==> config.mk <==
export PLATFORM = sky130hd
export DESIGN_NAME = sdram_cmd_seq
export DESIGN_NICKNAME = d
export VERILOG_FILES = /design/src/rtl/sdram_seq_pkg.sv /design/src/rtl/sdram_dly_cnt.sv /design/src/rtl/sdram_bank_ctl.sv /design/src/rtl/sdram_ref_timer.sv /design/src/rtl/sdram_cmd_seq.sv
export SDC_FILE = /design/constraint.sdc
export NUM_CORES = 1
export LEC_CHECK = 0
export BUFFER_PORTS_ARGS = -buffer_cell sky130_fd_sc_hd__buf_2
export CAP_MARGIN = 10
export CORE_MARGIN = 2
export CORE_UTILIZATION = 40
export CTS_CLUSTER_DIAMETER = 50
export CTS_CLUSTER_SIZE = 25
export DETAILED_ROUTE_END_ITERATION = 16
export GPL_TIMING_DRIVEN = 0
export PLACE_DENSITY = 0.67
export SLEW_MARGIN = 20
export SYNTH_ARGS = -nofsm -noshare
export SYNTH_HDL_FRONTEND = slang
export SYNTH_SLANG_ARGS = --single-unit
export TNS_END_PERCENT = 50
==> constraint.sdc <==
create_clock -name clk -period 5.1 [get_ports clk]
set_clock_uncertainty 0.05 [all_clocks]
set_input_delay 0.51 -clock clk [delete_from_list [all_inputs] [get_ports clk]]
set_output_delay 0.51 -clock clk [all_outputs]
set_load 0.005 [all_outputs]
==> src/rtl/sdram_seq_pkg.sv <==
package sdram_seq_pkg;

  // {cs_n, ras_n, cas_n, we_n}
  typedef enum logic [3:0] {
    CMD_MRS = 4'b0000,
    CMD_REF = 4'b0001,
    CMD_PRE = 4'b0010,
    CMD_ACT = 4'b0011,
    CMD_WR  = 4'b0100,
    CMD_RD  = 4'b0101,
    CMD_NOP = 4'b0111
  } sd_cmd_e;

  typedef enum logic [1:0] {
    OP_READ    = 2'd0,
    OP_WRITE   = 2'd1,
    OP_REFRESH = 2'd2,
    OP_MODE    = 2'd3
  } host_op_e;

  typedef enum logic [2:0] {
    ST_WAIT,
    ST_REF1,
    ST_REF2,
    ST_MODE,
    ST_RUN
  } seq_state_e;

  function automatic int ps_to_cyc(longint ps, longint clk_ps);
    return int'((ps + clk_ps - 1) / clk_ps);
  endfunction

  function automatic int imax(int a, int b);
    return (a > b) ? a : b;
  endfunction

endpackage

==> src/rtl/sdram_dly_cnt.sv <==
module sdram_dly_cnt #(
  parameter int W = 4
) (
  input  logic         clk,
  input  logic         rst_n,
  input  logic         load,
  input  logic [W-1:0] val,
  output logic         zero
);
  logic [W-1:0] cnt;
  logic [W-1:0] dec;

  assign dec  = (cnt == '0) ? '0 : cnt - W'(1);
  assign zero = (cnt == '0);

  // a load never shortens a wait already running
  always_ff @(posedge clk) begin
    if (!rst_n)                   cnt <= '0;
    else if (load && (val > dec)) cnt <= val;
    else                          cnt <= dec;
  end

  // an expired window stays expired until something reloads it
  p_cnt_idle_r6: assert property (@(posedge clk) disable iff (!rst_n)
    (!load && zero) |=> zero);

endmodule

==> src/rtl/sdram_bank_ctl.sv <==
module sdram_bank_ctl #(
  parameter int W           = 4,
  parameter int ROW_W       = 13,
  parameter int LD_ACT_RC   = 0,
  parameter int LD_ACT_RP   = 0,
  parameter int LD_ACT_RDAP = 0,
  parameter int LD_ACT_WRAP = 0,
  parameter int LD_RW_RCD   = 0,
  parameter int LD_PRE_RAS  = 0,
  parameter int LD_PRE_RD   = 0,
  parameter int LD_PRE_WR   = 0
) (
  input  logic             clk,
  input  logic             rst_n,
  input  logic             do_act,
  input  logic             do_rd,
  input  logic             do_wr,
  input  logic             do_pre,
  input  logic             ap,
  input  logic [ROW_W-1:0] row_in,
  output logic             is_open,
  output logic [ROW_W-1:0] open_row,
  output logic             act_ok,
  output logic             rw_ok,
  output logic             pre_ok
);
  logic         act_ld, pre_ld;
  logic [W-1:0] act_val, pre_val;
  logic         col_ap;

  assign col_ap = (do_rd | do_wr) & ap;
  assign act_ld = do_act | do_pre | col_ap;
  assign pre_ld = do_act | do_rd | do_wr;

  always_comb begin
    if (do_act)      act_val = W'(LD_ACT_RC);
    else if (do_pre) act_val = W'(LD_ACT_RP);
    else if (do_rd)  act_val = W'(LD_ACT_RDAP);
    else             act_val = W'(LD_ACT_WRAP);
    if (do_act)      pre_val = W'(LD_PRE_RAS);
    else if (do_rd)  pre_val = W'(LD_PRE_RD);
    else             pre_val = W'(LD_PRE_WR);
  end

  sdram_dly_cnt #(.W(W)) u_act (
    .clk(clk), .rst_n(rst_n), .load(act_ld), .val(act_val), .zero(act_ok));
  sdram_dly_cnt #(.W(W)) u_rw (
    .clk(clk), .rst_n(rst_n), .load(do_act), .val(W'(LD_RW_RCD)), .zero(rw_ok));
  sdram_dly_cnt #(.W(W)) u_pre (
    .clk(clk), .rst_n(rst_n), .load(pre_ld), .val(pre_val), .zero(pre_ok));

  always_ff @(posedge clk) begin
    if (!rst_n) begin
      is_open  <= 1'b0;
      open_row <= '0;
    end else if (do_act) begin
      is_open  <= 1'b1;
      open_row <= row_in;
    end else if (do_pre || col_ap) begin
      is_open  <= 1'b0;
    end
  end

  // column commands reach only an open bank past its tRCD window
  p_rw_open_r3: assert property (@(posedge clk) disable iff (!rst_n)
    (do_rd || do_wr) |-> (is_open && rw_ok));
  // activate only a closed bank whose recovery has run out
  p_act_closed_r6: assert property (@(posedge clk) disable iff (!rst_n)
    do_act |-> (!is_open && act_ok));
  // an open bank is closed only after tRAS and write recovery
  p_pre_window_r7: assert property (@(posedge clk) disable iff (!rst_n)
    (do_pre && is_open) |-> pre_ok);

endmodule

==> src/rtl/sdram_ref_timer.sv <==
module sdram_ref_timer #(
  parameter int INTERVAL = 1040
) (
  input  logic clk,
  input  logic rst_n,
  input  logic run,
  input  logic served,
  output logic pending
);
  localparam int TW = $clog2(INTERVAL + 1);

  logic [TW-1:0] tick;
  logic          wrap;

  assign wrap = (tick == TW'(INTERVAL - 1));

  always_ff @(posedge clk) begin
    if (!rst_n) begin
      tick    <= '0;
      pending <= 1'b0;
    end else begin
      if (!run || served || wrap) tick <= '0;
      else                        tick <= tick + TW'(1);
      if (served)                 pending <= 1'b0;
      else if (run && wrap)       pending <= 1'b1;
    end
  end

  // a raised refresh demand is kept until a refresh goes out
  p_pend_hold_r9: assert property (@(posedge clk) disable iff (!rst_n)
    (pending && !served) |=> pending);

endmodule

==> src/rtl/sdram_cmd_seq.sv <==
module sdram_cmd_seq
  import sdram_seq_pkg::*;
#(
  parameter longint CLK_PS    = 7500,
  parameter longint TRCD_PS   = 15000,
  parameter longint TRP_PS    = 15000,
  parameter longint TRRD_PS   = 15000,
  parameter longint TRAS_PS   = 45000,
  parameter longint TRC_PS    = 60000,
  parameter longint TRFC_PS   = 60000,
  parameter longint REFI_PS   = 7800000,
  parameter longint INIT_PS   = 200000000,
  parameter int     TWR_CYC   = 2,
  parameter int     TMRD_CYC  = 2,
  parameter int     BURST_LEN = 4,
  parameter int     BANKS     = 4,
  parameter int     ROW_W     = 13,
  parameter int     COL_W     = 10,
  parameter logic [12:0] INIT_MODE = 13'h032
) (
  input  logic                     clk,
  input  logic                     rst_n,
  input  logic                     req_valid,
  output logic                     req_ready,
  input  logic [1:0]               req_op,
  input  logic [$clog2(BANKS)-1:0] req_bank,
  input  logic [ROW_W-1:0]         req_row,
  input  logic [COL_W-1:0]         req_col,
  input  logic                     req_ap,
  output logic                     init_done,
  output logic                     sd_cke,
  output logic                     sd_cs_n,
  output logic                     sd_ras_n,
  output logic                     sd_cas_n,
  output logic                     sd_we_n,
  output logic [$clog2(BANKS)-1:0] sd_ba,
  output logic [ROW_W-1:0]         sd_addr
);
  localparam int BA_W     = $clog2(BANKS);
  localparam int AP_BIT   = 10;
  localparam int T_RCD    = ps_to_cyc(TRCD_PS, CLK_PS);
  localparam int T_RP     = ps_to_cyc(TRP_PS, CLK_PS);
  localparam int T_RRD    = ps_to_cyc(TRRD_PS, CLK_PS);
  localparam int T_RAS    = ps_to_cyc(TRAS_PS, CLK_PS);
  localparam int T_RC     = ps_to_cyc(TRC_PS, CLK_PS);
  localparam int T_RFC    = ps_to_cyc(TRFC_PS, CLK_PS);
  localparam int T_REFI   = ps_to_cyc(REFI_PS, CLK_PS);
  localparam int T_INIT   = imax(1, ps_to_cyc(INIT_PS, CLK_PS));
  localparam int IW       = $clog2(T_INIT + 1);
  // counter loads: a gap of N cycles is a load of N-1
  localparam int LD_RC    = imax(T_RC - 1, 0);
  localparam int LD_RP    = imax(T_RP - 1, 0);
  localparam int LD_RCD   = imax(T_RCD - 1, 0);
  localparam int LD_RAS   = imax(T_RAS - 1, 0);
  localparam int LD_RRD   = imax(T_RRD - 1, 0);
  localparam int LD_RFC   = imax(T_RFC - 1, 0);
  localparam int LD_MRD   = imax(TMRD_CYC - 1, 0);
  localparam int LD_BL    = imax(BURST_LEN - 1, 0);
  localparam int LD_PRD   = LD_BL;
  localparam int LD_PWR   = imax(BURST_LEN - 2 + TWR_CYC, 0);
  localparam int LD_RDAP  = BURST_LEN + T_RP - 1;
  localparam int LD_WRAP  = BURST_LEN - 2 + TWR_CYC + T_RP;
  localparam int LD_MAX   = imax(imax(imax(LD_RC, LD_RDAP), imax(LD_WRAP, LD_RAS)),
                                 imax(imax(LD_RFC, LD_MRD), imax(LD_PWR, LD_RCD)));
  localparam int CW       = $clog2(LD_MAX + 2);

  seq_state_e           st, st_n;
  sd_cmd_e              c_cmd;
  logic [BA_W-1:0]      c_ba;
  logic [ROW_W-1:0]     c_addr;
  logic                 ref_served, ref_pend, want_ref;
  logic [IW-1:0]        init_cnt;
  logic                 init_zero;
  logic                 gen_zero, rrd_zero, col_zero;
  logic [BANKS-1:0]     is_open, act_ok, rw_ok, pre_ok;
  logic [BANKS-1:0]     act_s, rd_s, wr_s, pre_s;
  logic [ROW_W-1:0]     open_row [BANKS];
  logic                 any_open, all_act_ok, all_pre_ok;
  logic                 is_col, c_ap;

  assign any_open   = |is_open;
  assign all_act_ok = &act_ok;
  assign all_pre_ok = &(pre_ok | ~is_open);
  assign init_zero  = (init_cnt == '0);
  assign want_ref   = ref_pend || (req_valid && (req_op == OP_REFRESH));
  assign init_done  = (st == ST_RUN);
  assign is_col     = (c_cmd == CMD_RD) || (c_cmd == CMD_WR);
  assign c_ap       = c_addr[AP_BIT];

  // ---------------- command choice ----------------
  always_comb begin
    c_cmd      = CMD_NOP;
    c_ba       = '0;
    c_addr     = '0;
    req_ready  = 1'b0;
    ref_served = 1'b0;
    st_n       = st;
    unique case (st)
      ST_WAIT: if (init_zero) begin
        c_cmd          = CMD_PRE;
        c_addr[AP_BIT] = 1'b1;
        st_n           = ST_REF1;
      end
      ST_REF1, ST_REF2: if (gen_zero && all_act_ok) begin
        c_cmd = CMD_REF;
        st_n  = (st == ST_REF1) ? ST_REF2 : ST_MODE;
      end
      ST_MODE: if (gen_zero && all_act_ok) begin
        c_cmd  = CMD_MRS;
        c_addr = ROW_W'(INIT_MODE);
        st_n   = ST_RUN;
      end
      default: begin
        if (want_ref || (req_valid && (req_op == OP_MODE))) begin
          if (any_open) begin
            if (gen_zero && all_pre_ok) begin
              c_cmd          = CMD_PRE;
              c_addr[AP_BIT] = 1'b1;
            end
          end else if (gen_zero && all_act_ok) begin
            if (want_ref) begin
              c_cmd      = CMD_REF;
              ref_served = 1'b1;
              req_ready  = req_valid && (req_op == OP_REFRESH);
            end else begin
              c_cmd     = CMD_MRS;
              c_addr    = req_row;
              req_ready = 1'b1;
            end
          end
        end else if (req_valid) begin
          c_ba = req_bank;
          if (is_open[req_bank]) begin
            if (open_row[req_bank] == req_row) begin
              if (rw_ok[req_bank] && col_zero && gen_zero) begin
                c_cmd               = (req_op == OP_WRITE) ? CMD_WR : CMD_RD;
                c_addr[COL_W-1:0]   = req_col;
                c_addr[AP_BIT]      = req_ap;
                req_ready           = 1'b1;
              end
            end else if (pre_ok[req_bank] && gen_zero) begin
              c_cmd = CMD_PRE;
            end
          end else if (act_ok[req_bank] && rrd_zero && gen_zero) begin
            c_cmd  = CMD_ACT;
            c_addr = req_row;
          end
        end
      end
    endcase
  end

  // ---------------- per-bank strobes and state ----------------
  for (genvar b = 0; b < BANKS; b++) begin : g_bank
    assign act_s[b] = (c_cmd == CMD_ACT) && (c_ba == BA_W'(b));
    assign rd_s[b]  = (c_cmd == CMD_RD)  && (c_ba == BA_W'(b));
    assign wr_s[b]  = (c_cmd == CMD_WR)  && (c_ba == BA_W'(b));
    assign pre_s[b] = (c_cmd == CMD_PRE) && (c_addr[AP_BIT] || (c_ba == BA_W'(b)));

    sdram_bank_ctl #(
      .W(CW), .ROW_W(ROW_W),
      .LD_ACT_RC(LD_RC), .LD_ACT_RP(LD_RP), .LD_ACT_RDAP(LD_RDAP),
      .LD_ACT_WRAP(LD_WRAP), .LD_RW_RCD(LD_RCD), .LD_PRE_RAS(LD_RAS),
      .LD_PRE_RD(LD_PRD), .LD_PRE_WR(LD_PWR)
    ) u_bank (
      .clk(clk), .rst_n(rst_n),
      .do_act(act_s[b]), .do_rd(rd_s[b]), .do_wr(wr_s[b]), .do_pre(pre_s[b]),
      .ap(c_ap), .row_in(c_addr),
      .is_open(is_open[b]), .open_row(open_row[b]),
      .act_ok(act_ok[b]), .rw_ok(rw_ok[b]), .pre_ok(pre_ok[b])
    );
  end

  // ---------------- shared windows ----------------
  sdram_dly_cnt #(.W(CW)) u_gen (
    .clk(clk), .rst_n(rst_n),
    .load((c_cmd == CMD_REF) || (c_cmd == CMD_MRS)),
    .val((c_cmd == CMD_REF) ? CW'(LD_RFC) : CW'(LD_MRD)),
    .zero(gen_zero));
  sdram_dly_cnt #(.W(CW)) u_rrd (
    .clk(clk), .rst_n(rst_n), .load(c_cmd == CMD_ACT), .val(CW'(LD_RRD)),
    .zero(rrd_zero));
  sdram_dly_cnt #(.W(CW)) u_col (
    .clk(clk), .rst_n(rst_n), .load(is_col), .val(CW'(LD_BL)), .zero(col_zero));

  sdram_ref_timer #(.INTERVAL(T_REFI)) u_ref (
    .clk(clk), .rst_n(rst_n), .run(st == ST_RUN), .served(ref_served),
    .pending(ref_pend));

  // ---------------- sequencing and pin registers ----------------
  always_ff @(posedge clk) begin
    if (!rst_n) begin
      st       <= ST_WAIT;
      init_cnt <= IW'(T_INIT - 1);
      sd_cke   <= 1'b0;
      {sd_cs_n, sd_ras_n, sd_cas_n, sd_we_n} <= CMD_NOP;
      sd_ba    <= '0;
      sd_addr  <= '0;
    end else begin
      st     <= st_n;
      sd_cke <= 1'b1;
      if (st == ST_WAIT && !init_zero) init_cnt <= init_cnt - IW'(1);
      {sd_cs_n, sd_ras_n, sd_cas_n, sd_we_n} <= c_cmd;
      sd_ba   <= c_ba;
      sd_addr <= c_addr;
    end
  end

  // refresh and mode load only with every bank closed
  p_ref_closed_r5: assert property (@(posedge clk) disable iff (!rst_n)
    ((c_cmd == CMD_REF) || (c_cmd == CMD_MRS)) |-> !any_open);
  // acceptance only after start-up and only for a valid request
  p_ready_run_r11: assert property (@(posedge clk) disable iff (!rst_n)
    req_ready |-> (init_done && req_valid));

  if (TMRD_CYC >= 2) begin : g_mrd_chk
    // the cycle after a mode load on the pins carries a no-op
    p_mrs_gap_r10: assert property (@(posedge clk) disable iff (!rst_n)
      ({sd_cs_n, sd_ras_n, sd_cas_n, sd_we_n} == CMD_MRS) |=>
      ({sd_cs_n, sd_ras_n, sd_cas_n, sd_we_n} == CMD_NOP));
  end
  if (T_RFC >= 2) begin : g_rfc_chk
    // the cycle after a refresh on the pins carries a no-op
    p_ref_gap_r10: assert property (@(posedge clk) disable iff (!rst_n)
      ({sd_cs_n, sd_ras_n, sd_cas_n, sd_we_n} == CMD_REF) |=>
      ({sd_cs_n, sd_ras_n, sd_cas_n, sd_we_n} == CMD_NOP));
  end

endmodule

==> summary.md <==
| Metric | Value |
|---|---|
| Worst vdd ir | between 100 and 150 µV |
| Sequential fraction of the synthesis area | a little under two fifths |
| PwrDens | 307 nW/µm² |
| Internal power | between 2 and 2.5 mW |
| CTS root buffer | clkbuf_16 |
| Clk slew on worst S/H paths | ~0.070 ns |
| Post-layout util | between 40% and 50% |
| Leak Pwr | about 3.8 nW |
| Final WL | between 20 and 30 mm |
| Maxcap violations | 0 |
| CTS Sinks | approximately 170 |
| Fin crit share | approximately 96% |
| Crit path max fanout | 7 |
| CP max stage cell | or4_4 |
| Most frequent cells after synthesis | 165 x dfxtp_1, 136 x nand2_1, 119 x nor2_1 |
| Worst-Skew Late Latency | about 0.45 ns |
| Share of cells above drive strength 1 | between 10 and 15% |
| H-tree Lvls | 4 |
| Die width | 152 µm |
| Largest cells by area after synthesis | dfxtp_1 38%, a21oi_1 5.9%, nand2_1 5.8% |
| Buffers on Ports | 50 |
| Rel. slew slack | roughly 33% |
| Placed Cells | 1377 |
| Via density | approximately 5.8 |
| Initial core utilization | ~40% |
| Die area | around 23000 µm² |
| Area share of the largest cell type after synthesis | 37.7% |
| Clock power frac | between 40% and 50% |
| Vias in the first global route | around 7600 |
| P&R area growth vs syn | 15.8% |
| Critical path type | flip-flop to flip-flop |
| Synthesis warning total | 0 |
| Slew Viols, Final | 0 |
| Crit-path cells | or4_4, or4_1, buf_2, o41a_1, nor3_2, a31o_4, nor2_1, nand3b_1, a21boi_0, ha_1, nor2b_1, o21a_1, o21ai_4, nor2_1, and4_1, a21oi_1, or4_1, o31ai_1 |
| Syn Nets | approximately 1100 |
| Placer congestion estimate | between 0.9 and 1 |
| Status | completed |
| Core area | around 22000 µm² |
| Total gr overflow | 0 |
| Largest area contributor in the netlist | dfxtp_1 |
| Worst Path Required | ~5.4 ns |
| Final setup fails | 0 |
| Largest net degree at the start of global routing | 17 |
| Via count | approximately 8200 |
| Setup crit end kind | flip-flop |
| Num CTS Buffers | 17 |
| Fraction of power spent switching nets | ~30% |
| Post-synth EDFFs | 0 |
| DRC | 0 |
| Iter 0 DRT Violations | roughly 750 |
| Die Height | approximately 150 µm |
| FP Rows | 54 |
| WL/cell | ~18 µm |
| Post-Syn Area per Cell | 8.36 µm² |
| Worst-Margin Slew | 1.00 ns |
| DP Area | around 9400 µm² |
| Worst Path Arrival | a little over 5 ns |
| P_sw | around 930 µW |
| Non-filler instance count after layout | between 1000 and 1500 |
| Initial antenna violation count | 0 |
| Fin nets | 1185 |
| GRT Total Usage | between 20 and 25% |
| Antenna diodes | 0 |
| Final hold vios | 0 |
| Hold Path Class | input pin to flip-flop |
| Sequential Power Share | a little over two fifths |
| Unique masters post-synth | a little over 70 |
| Design Area, Final | approximately 10000 µm² |
| Global-route wire length before repair | ~41 mm |
| Max stage delay on crit path | roughly 0.59 ns |
| Crit path time final | 4.89 ns |
| FMAX | 204 MHz |
| TritonCTS clock tree | built |
| Post-DP HPWL | 18.4 mm |
| Antenna Violating Nets Remaining | 0 |
| Most common cell in the netlist | dfxtp_1 |
| Top-level I/O count | 53 |
| Gate count of the mapped netlist | ~1000 |
| CP Launch Type | flip-flop |
| Max clock buf depth | 2 |
| Mapped cell area | 8750 µm² |
| Fraction of registers with async set/reset | 0% |
| Initial DRT Pass Iterations | 5 |
| Comb pwr share | roughly 15% |
| Seq cells post-synth | about 170 |
| Post-synth top flop | dfxtp_1 |
## cells in the final DEF (no fill, tap or decap), types with 10 or more instances in the layout
master / Yosys / layout
clkbuf_1: 29 / 28
nor4_1: 15 / 11
a21oi_1: 104 / 103
xnor2_1: 20 / 20
dfxtp_1: 165 / 165
mux2i_1: 25 / 25
or4_1: 12 / 12
and2_1: 26 / 26
nand3_1: 40 / 40
inv_1: 15 / 15
o21ai_0: 35 / 34
or2_2: 12 / 12
nand2b_1: 11 / 10
nand2_1: 136 / 135
clkbuf_16: 0 / 17
buf_2: 14 / 59
ha_1: 29 / 29
mux4_2: 14 / 14
nor3_1: 34 / 32
xor2_1: 16 / 16
nor2_1: 119 / 118
nor3b_1: 10 / 10
buf_4: 2 / 13
## routing by layer
metal,part of all wire (%),track usage [%],vias up
met4,3.8,10.1,0
met3,7.1,4.02,81
met1,44,29.0,3875
met5,0,0,-
met2,45,34.9,301
li1,-,-,3942
## sequential cells by signal, summed over array words and instances, names as in the netlist
name and flops:
sd_we_n 1, sd_addr 13, init_cnt 15, sd_ba 2, sd_cke 1, u_gen.cnt 4, g_bank.u_bank.u_act.cnt 16, g_bank.u_bank.open_row 52
st 3, sd_cas_n 1, u_col.cnt 4, g_bank.u_bank.u_rw.cnt 16, u_ref.pending 1, u_ref.tick 11, g_bank.u_bank.is_open 4, sd_ras_n 1
u_rrd.cnt 4, g_bank.u_bank.u_pre.cnt 16
## worst paths after layout
path                                         to                     startpoint  slack (ns)  depth (start not counted)
setup reg to reg  g_bank[2].u_bank.u_act.cnt[1]                    init_cnt[6]        0.21                         18
hold / removal                           sd_cke                          rst_n        0.23                          1
setup / recovery  g_bank[2].u_bank.u_act.cnt[1]                    init_cnt[6]        0.21                         18
hold reg to reg   g_bank[1].u_bank.open_row[11]  g_bank[1].u_bank.open_row[11]        0.40                          2
## area by class of cell
type / count / area, µm²
fill: 2070 / 11500
multi-input combinational: 819 / 5290
sequential: 165 / 3300
clock buffer: 17 / 425
tap: 280 / 350
timing repair buffer: 59 / 318
buffer: 47 / 240
clock inverter: 15 / 143
inverter: 16 / 60.1
## through the flow
step / TNS (ns) / power [mW] / setup slack, ns / hold WS [ns]
after floorplan: 0 / 1.71 / 0.0198 / 0.379
after global placement: -19.04 / 1.84 / -1.51 / 0.385
after detailed placement: -13.71 / 1.84 / -1.14 / 0.393
after CTS: 0 / 3.12 / 0.0605 / 0.228
after global routing: -0.0135 / 3.23 / -0.0135 / 0.234
final: 0 / 3.12 / 0.208 / 0.235
## cell families (layout without fill, tap and decap cells)
family / after synthesis / in the layout / share of synthesized area (%)
compound gates: 246 / 246 / 19.0
xor+xnor: 36 / 36 / 3.60
fa+ha+maj: 29 / 29 / 4.15
buf+inv: 63 / 154 / 3.16
flops: 165 / 165 / 37.7
mux: 39 / 39 / 6.46
other cells: 1 / 1 / 0.0429
simple gates: 468 / 468 / 25.9
## critical path: cells and delay by family (launching register included)
family	cells	cell delay (ns)
buffers and inverters	1	0.17
DFF	1	0.36
adders and majority gates	1	0.35
AOI/OAI and AO/OA	7	1.29
and+or+nand+nor	9	2.58
## timing repair
action	CTS	global route
pin swaps	1	3
buffers inserted	1	8
hold buffers	0	0
setup endpoints to repair	24	21
gates resized for setup	10	26
endpoints found under the hold margin	0	0
## power groups by stage
stage | combinational [mW] | sequential [mW] | clock [mW]
finish | 0.472 | 1.36 | 1.28
global route | 0.517 | 1.37 | 1.35
CTS | 0.460 | 1.36 | 1.30
detailed placement | 0.454 | 1.39 | 0
global placement | 0.448 | 1.39 | 0
floorplan | 0.327 | 1.38 | 0
Note: power is estimated with default switching activity, not from simulation.
